<file path="src/rtl/hs_seq_pkg.sv">
package hs_seq_pkg;

    // Controller states; x is high in XSET, RREL and LACK.
    typedef enum logic [2:0] {
        S_IDLE = 3'd0,
        S_RREQ = 3'd1,
        S_XSET = 3'd2,
        S_RREL = 3'd3,
        S_LACK = 3'd4,
        S_XCLR = 3'd5
    } hs_state_e;

    localparam int unsigned HS_MIN_SYNC = 2;

endpackage

</file>
<file path="src/rtl/hs_sync.sv">
module hs_sync #(
    parameter int unsigned STAGES = 2
) (
    input  logic clk,
    input  logic rst,
    input  logic d_i,
    output logic q_o
);
    localparam int unsigned LAST = STAGES - 1;

    logic [LAST:0] chain_q;

    genvar g;
    generate
        for (g = 0; g < STAGES; g++) begin : g_stage
            if (g == 0) begin : g_first
                always_ff @(posedge clk) begin
                    if (rst) chain_q[0] <= 1'b0;
                    else     chain_q[0] <= d_i;
                end
            end else begin : g_next
                always_ff @(posedge clk) begin
                    if (rst) chain_q[g] <= 1'b0;
                    else     chain_q[g] <= chain_q[g-1];
                end
            end
        end
    endgenerate

    assign q_o = chain_q[LAST];

endmodule

</file>
<file path="src/rtl/hs_seq_fsm.sv">
module hs_seq_fsm
    import hs_seq_pkg::*;
(
    input  logic clk,
    input  logic rst,
    input  logic lreq_s,
    input  logic rack_s,
    output logic rreq,
    output logic lack,
    output logic xbit
);
    hs_state_e state_q, state_d;

    // State register
    always_ff @(posedge clk) begin
        if (rst) state_q <= S_IDLE;
        else     state_q <= state_d;
    end

    // Guarded rules, one firing per edge
    always_comb begin
        state_d = state_q;
        unique case (state_q)
            S_IDLE: if (lreq_s)  state_d = S_RREQ;  // ~x & Lr -> Rr+
            S_RREQ: if (rack_s)  state_d = S_XSET;  // Ra -> x+
            S_XSET:              state_d = S_RREL;  // x | ~Lr -> Rr-
            S_RREL: if (!rack_s) state_d = S_LACK;  // x & ~Ra -> La+
            S_LACK: if (!lreq_s) state_d = S_XCLR;  // ~Lr -> x-
            S_XCLR:              state_d = S_IDLE;  // Ra | ~x -> La-
            default:             state_d = S_IDLE;
        endcase
    end

    // Output decode
    always_comb begin
        rreq = 1'b0;
        lack = 1'b0;
        xbit = 1'b0;
        unique case (state_q)
            S_IDLE: ;
            S_RREQ: rreq = 1'b1;
            S_XSET: begin rreq = 1'b1; xbit = 1'b1; end
            S_RREL: xbit = 1'b1;
            S_LACK: begin lack = 1'b1; xbit = 1'b1; end
            S_XCLR: lack = 1'b1;
            default: ;
        endcase
    end

    // reset clears both outputs on the next edge
    p_reset_clears_r1: assert property (@(posedge clk)
        rst |=> (!rreq && !lack));

    // a right request starts only from a seen left request with La low
    p_rreq_from_lreq_r2: assert property (@(posedge clk) disable iff (rst)
        $rose(rreq) |-> ($past(lreq_s) && !lack && !xbit));

    // right request drops only after x has been set
    p_rreq_fall_after_x_r3: assert property (@(posedge clk) disable iff (rst)
        $fell(rreq) |-> ($past(xbit) && xbit));

    // left acknowledge rises only with right channel back at zero
    p_lack_after_rtz_r4: assert property (@(posedge clk) disable iff (rst)
        $rose(lack) |-> (!rreq && !$past(rack_s) && $past(xbit)));

    // left acknowledge falls only after x cleared
    p_lack_fall_after_clear_r5: assert property (@(posedge clk) disable iff (rst)
        $fell(lack) |-> ($past(!xbit) && !$past(lreq_s)));

    // the two outputs are exclusive
    p_outputs_exclusive_r6: assert property (@(posedge clk) disable iff (rst)
        !(rreq && lack));

    // environment legality
    p_lreq_fall_legal_r8: assert property (@(posedge clk) disable iff (rst)
        $fell(lreq_s) |-> lack);
    p_rack_rise_legal_r8: assert property (@(posedge clk) disable iff (rst)
        $rose(rack_s) |-> rreq);
    p_rack_fall_legal_r8: assert property (@(posedge clk) disable iff (rst)
        $fell(rack_s) |-> !rreq);

endmodule

</file>
<file path="src/rtl/hs_seq_ctrl.sv">
module hs_seq_ctrl
    import hs_seq_pkg::*;
#(
    parameter int unsigned SYNC_STAGES = 2
) (
    input  logic clk,
    input  logic rst,
    input  logic lreq_i,
    output logic lack_o,
    output logic rreq_o,
    input  logic rack_i
);
    localparam int unsigned STG = (SYNC_STAGES < HS_MIN_SYNC) ? HS_MIN_SYNC : SYNC_STAGES;

    logic lreq_s;
    logic rack_s;
    logic x_unused;

    hs_sync #(.STAGES(STG)) u_sync_l (
        .clk (clk),
        .rst (rst),
        .d_i (lreq_i),
        .q_o (lreq_s)
    );

    hs_sync #(.STAGES(STG)) u_sync_r (
        .clk (clk),
        .rst (rst),
        .d_i (rack_i),
        .q_o (rack_s)
    );

    hs_seq_fsm u_fsm (
        .clk    (clk),
        .rst    (rst),
        .lreq_s (lreq_s),
        .rack_s (rack_s),
        .rreq   (rreq_o),
        .lack   (lack_o),
        .xbit   (x_unused)
    );

    // with left request low after the cycle, no new right request
    p_no_spurious_rreq_r7: assert property (@(posedge clk) disable iff (rst)
        (!lreq_s && !rreq_o) |=> !rreq_o);

endmodule

</file>
<file path="config.mk">
export PLATFORM = sky130hd
export DESIGN_NAME = hs_seq_ctrl
export DESIGN_NICKNAME = d
export VERILOG_FILES = /design/src/rtl/hs_seq_pkg.sv /design/src/rtl/hs_sync.sv /design/src/rtl/hs_seq_fsm.sv /design/src/rtl/hs_seq_ctrl.sv
export SDC_FILE = /design/constraint.sdc
export NUM_CORES = 1
export LEC_CHECK = 0
export ABC_AREA = 1
export BUFFER_PORTS_ARGS = -buffer_cell sky130_fd_sc_hd__buf_4
export CAP_MARGIN = 25
export CORE_AREA = 2 2 39 41
export DETAILED_ROUTE_END_ITERATION = 7
export DIE_AREA = 0 0 41 43
export PLACE_DENSITY = 0.52
export SETUP_SLACK_MARGIN = 0.5
export SYNTH_ARGS = -nofsm -noshare
export SYNTH_HDL_FRONTEND = slang
export SYNTH_SLANG_ARGS = --single-unit
export TNS_END_PERCENT = 50
</file>
<file path="constraint.sdc">
create_clock -name clk -period 2 [get_ports clk]
set_input_delay 0.2 -clock clk [delete_from_list [all_inputs] [get_ports clk]]
set_output_delay 0.2 -clock clk [all_outputs]
set_load 0.01 [all_outputs]
</file>
==> impl_metrics.csv <==
group,metric,value,unit
sta,min_period_over_period,63.7,%
cts,post_cts_buffers,0,
yosys,synthTopCellsByCount,"10 x inv_1, 9 x nor2_1, 8 x nand2_1",
global_route,antenna_found_initial,0,
cts,cts_buffers,3,
sta,fin_tns_setup,0,ns
setup_path,required,1.80,ns
drt,dr.pass1.iters,1,
sta,final-max-slew-violation-count,0,
placed_design,gp_congestion,0.749,
finish,antennaDiodeCount,0,
sta,maxSlewHeadroom,84.3,%
yosys,synth_area_leaders,"dfxtp_1 44%, inv_1 12%, nor2_1 11%, nand2_1 9.4%, nand3_2 6.3%",
finish,drive_gt1_share,25.0,%
drt,routed_wl,506,µm
finish,post-route-cell-area,404,µm²
drt,via_count,293,
cts,clk_pin_slew,0.05,ns
cts,cts_hold_buf,0,
floorplan,io_pins,6,
global_route,grt_pass1_wl,876,µm
drt,wl_per_cell,7.03,µm
finish,regArea,140,µm²
yosys,ys_types,12,
job,drv_cap,0,
floorplan,rows,14,
sta,rsz0062_at_grt,"no",
yosys,synth.avg_cell_area,6.82,µm²
hold_path,holdCritPathClass,"primary input to flop",
setup_path,r2r-start,"u_fsm.state_q[1]",
drt,ant_nets,0,
yosys,synth_top_cell_area_share,43.7,%
yosys,synth_seq_cells,7,
sta,setup_viol,0,
placed_design,post-place-cells,68,
hold_path,min_path_cells,3,
drt,viasPerCell,4.07,
yosys,synth-warning-count,0,
finish,final_util,29.2,%
cts,cts_tree,"built",
setup_path,crit_start,"u_fsm.state_q[1]",
finish,n_fill_cell,161,
placed_design,portBuffers,5,
floorplan,coreArea,1380,µm²
drt,drc,0,
yosys,syn_nets,51,
global_route,first_global_vias,251,
yosys,yosysSeqAreaShare,43.7,%
cts,ctsResizeCount,0,
drt,drtIter0Drc,0,
placed_design,dpl_cell_area,378,µm²
sta,worstMarginPinSlew,0.235,ns
yosys,synth_area_leader_cell,"dfxtp_1",
cts,cts.path.max_buffers,2,
floorplan,die-area,1760,µm²
setup_path,cp-end-kind,"output pin",
yosys,synth_flop_cell,"dfxtp_1",
placed_design,hpwl,405,µm
setup_path,reg2reg_depth,4,
cts,cts_sinks,7,
outcome,outcome,"completed",
sta,worst_slack,0.726,ns
floorplan,die_h,43,µm
yosys,synth_cells,47,
setup_path,crit_arrival,1.07,ns
yosys,synth_area,320,µm²
floorplan,start_util,23.1,%
power,cellPowerDensity,1240,nW/µm²
sta,min_period,1.27,ns
sta,hold_viol,0,
placed_design,preCtsSetupSlack,0.979,ns
finish,multiInputGateArea,135,µm²
global_route,globalRouteOverflowTotal,0,
finish,area_growth,26.2,%
setup_path,startpoint_type,"flop",
cts,clk-insertion-delay-late,0.24,ns
floorplan,dieWidth,41,µm
finish,nets,61,
sta,finClkSkew,0.000919,ns
yosys,synth-edff-count,0,
global_route,grt_max_degree,8,
sta,max_freq,785,MHz
yosys,synthArstFlopShare,0,%
cts,cts-root-buf,"clkbuf_4",
global_route,track_usage,7.26,%
cts,htree_levels,1,
yosys,yosysMostFrequentCell,"inv_1",
setup_path,worstSetupPathType,"flop to output pin",
setup_path,cp_max_fo,7,
power,peakVddDrop,0.481,mV
finish,fin_cells,72,
power,leakagePower,0.203,nW
hold_path,min_from,"lreq_i",
==> critical path, cell delays in order (launching register included) <==
cell,delay (ns)
dfxtp_1,0.44
inv_2,0.06
nand2_1,0.08
nand3_1,0.09
inv_1,0.06
buf_4,0.11
==> kinds of logic (layout without fill, tap and decap cells) <==
kind of cell	count (synthesis)	after routing	synth area share (%)
buffers and inverters	12	21	14.1
DFF	7	7	43.7
and+or+nand+nor	24	24	35.9
AOI/OAI and AO/OA	4	4	6.25
==> cell type report <==
cell class                 instances  area share (%)
sequential                         7            34.7
multi-input combinational         28            33.4
inverter                          12            11.1
timing repair buffer               5            9.29
clock buffer                       4            6.50
tap                               16            4.95
==> cells in the final DEF (no fill, tap or decap) <==
cell	count
nand3_1	2
dfxtp_1	7
nand2_2	1
a21oi_1	3
clkbuf_1	1
inv_2	2
nand3_2	2
nor2_1	9
nor3_1	1
nand2_1	8
buf_4	5
clkbuf_4	3
o21ai_0	1
nor3_2	1
inv_1	10
==> routing by layer <==
| metal | global-route usage (%) | part of all wire (%) |
|---|---|---|
| met1 | 8.47 | 45 |
| met2 | 10.6 | 50 |
| met3 | 3.14 | 4.0 |
| met4 | 4.00 | 0 |
| met5 | 0 | 0 |
==> power by group <==
group,total [mW],internal (mW),switching [mW]
logic,0.190,0.0812,0.109
clock network,0.121,0.0757,0.0454
registers,0.189,0.162,0.0267
total,0.501,0.319,0.181
==> metrics by stage <==
step	power, mW	hold slack, ns
2_1_floorplan	0.329	0.271
3_3_place_gp	0.385	0.391
3_5_place_dp	0.384	0.398
4_1_cts	0.511	0.152
5_1_grt	0.547	0.156
6_report	0.501	0.157
==> worst paths after layout <==
path                                            end  slack [ns]
worst max-delay path                         rreq_o        0.73
worst max register to register     u_fsm.state_q[1]        1.00
worst min-delay path            u_sync_l.chain_q[0]        0.16
worst min register to register         u_sync_l.q_o        0.40
==> registers in the layout, indices dropped and copies added, names as in the netlist <==
signal and count:
u_sync_l.q_o 1, u_sync_l.chain_q 1, u_sync_r.chain_q 1, u_fsm.state_q 3
u_sync_r.q_o 1
Power figures use the tool's default switching activity.
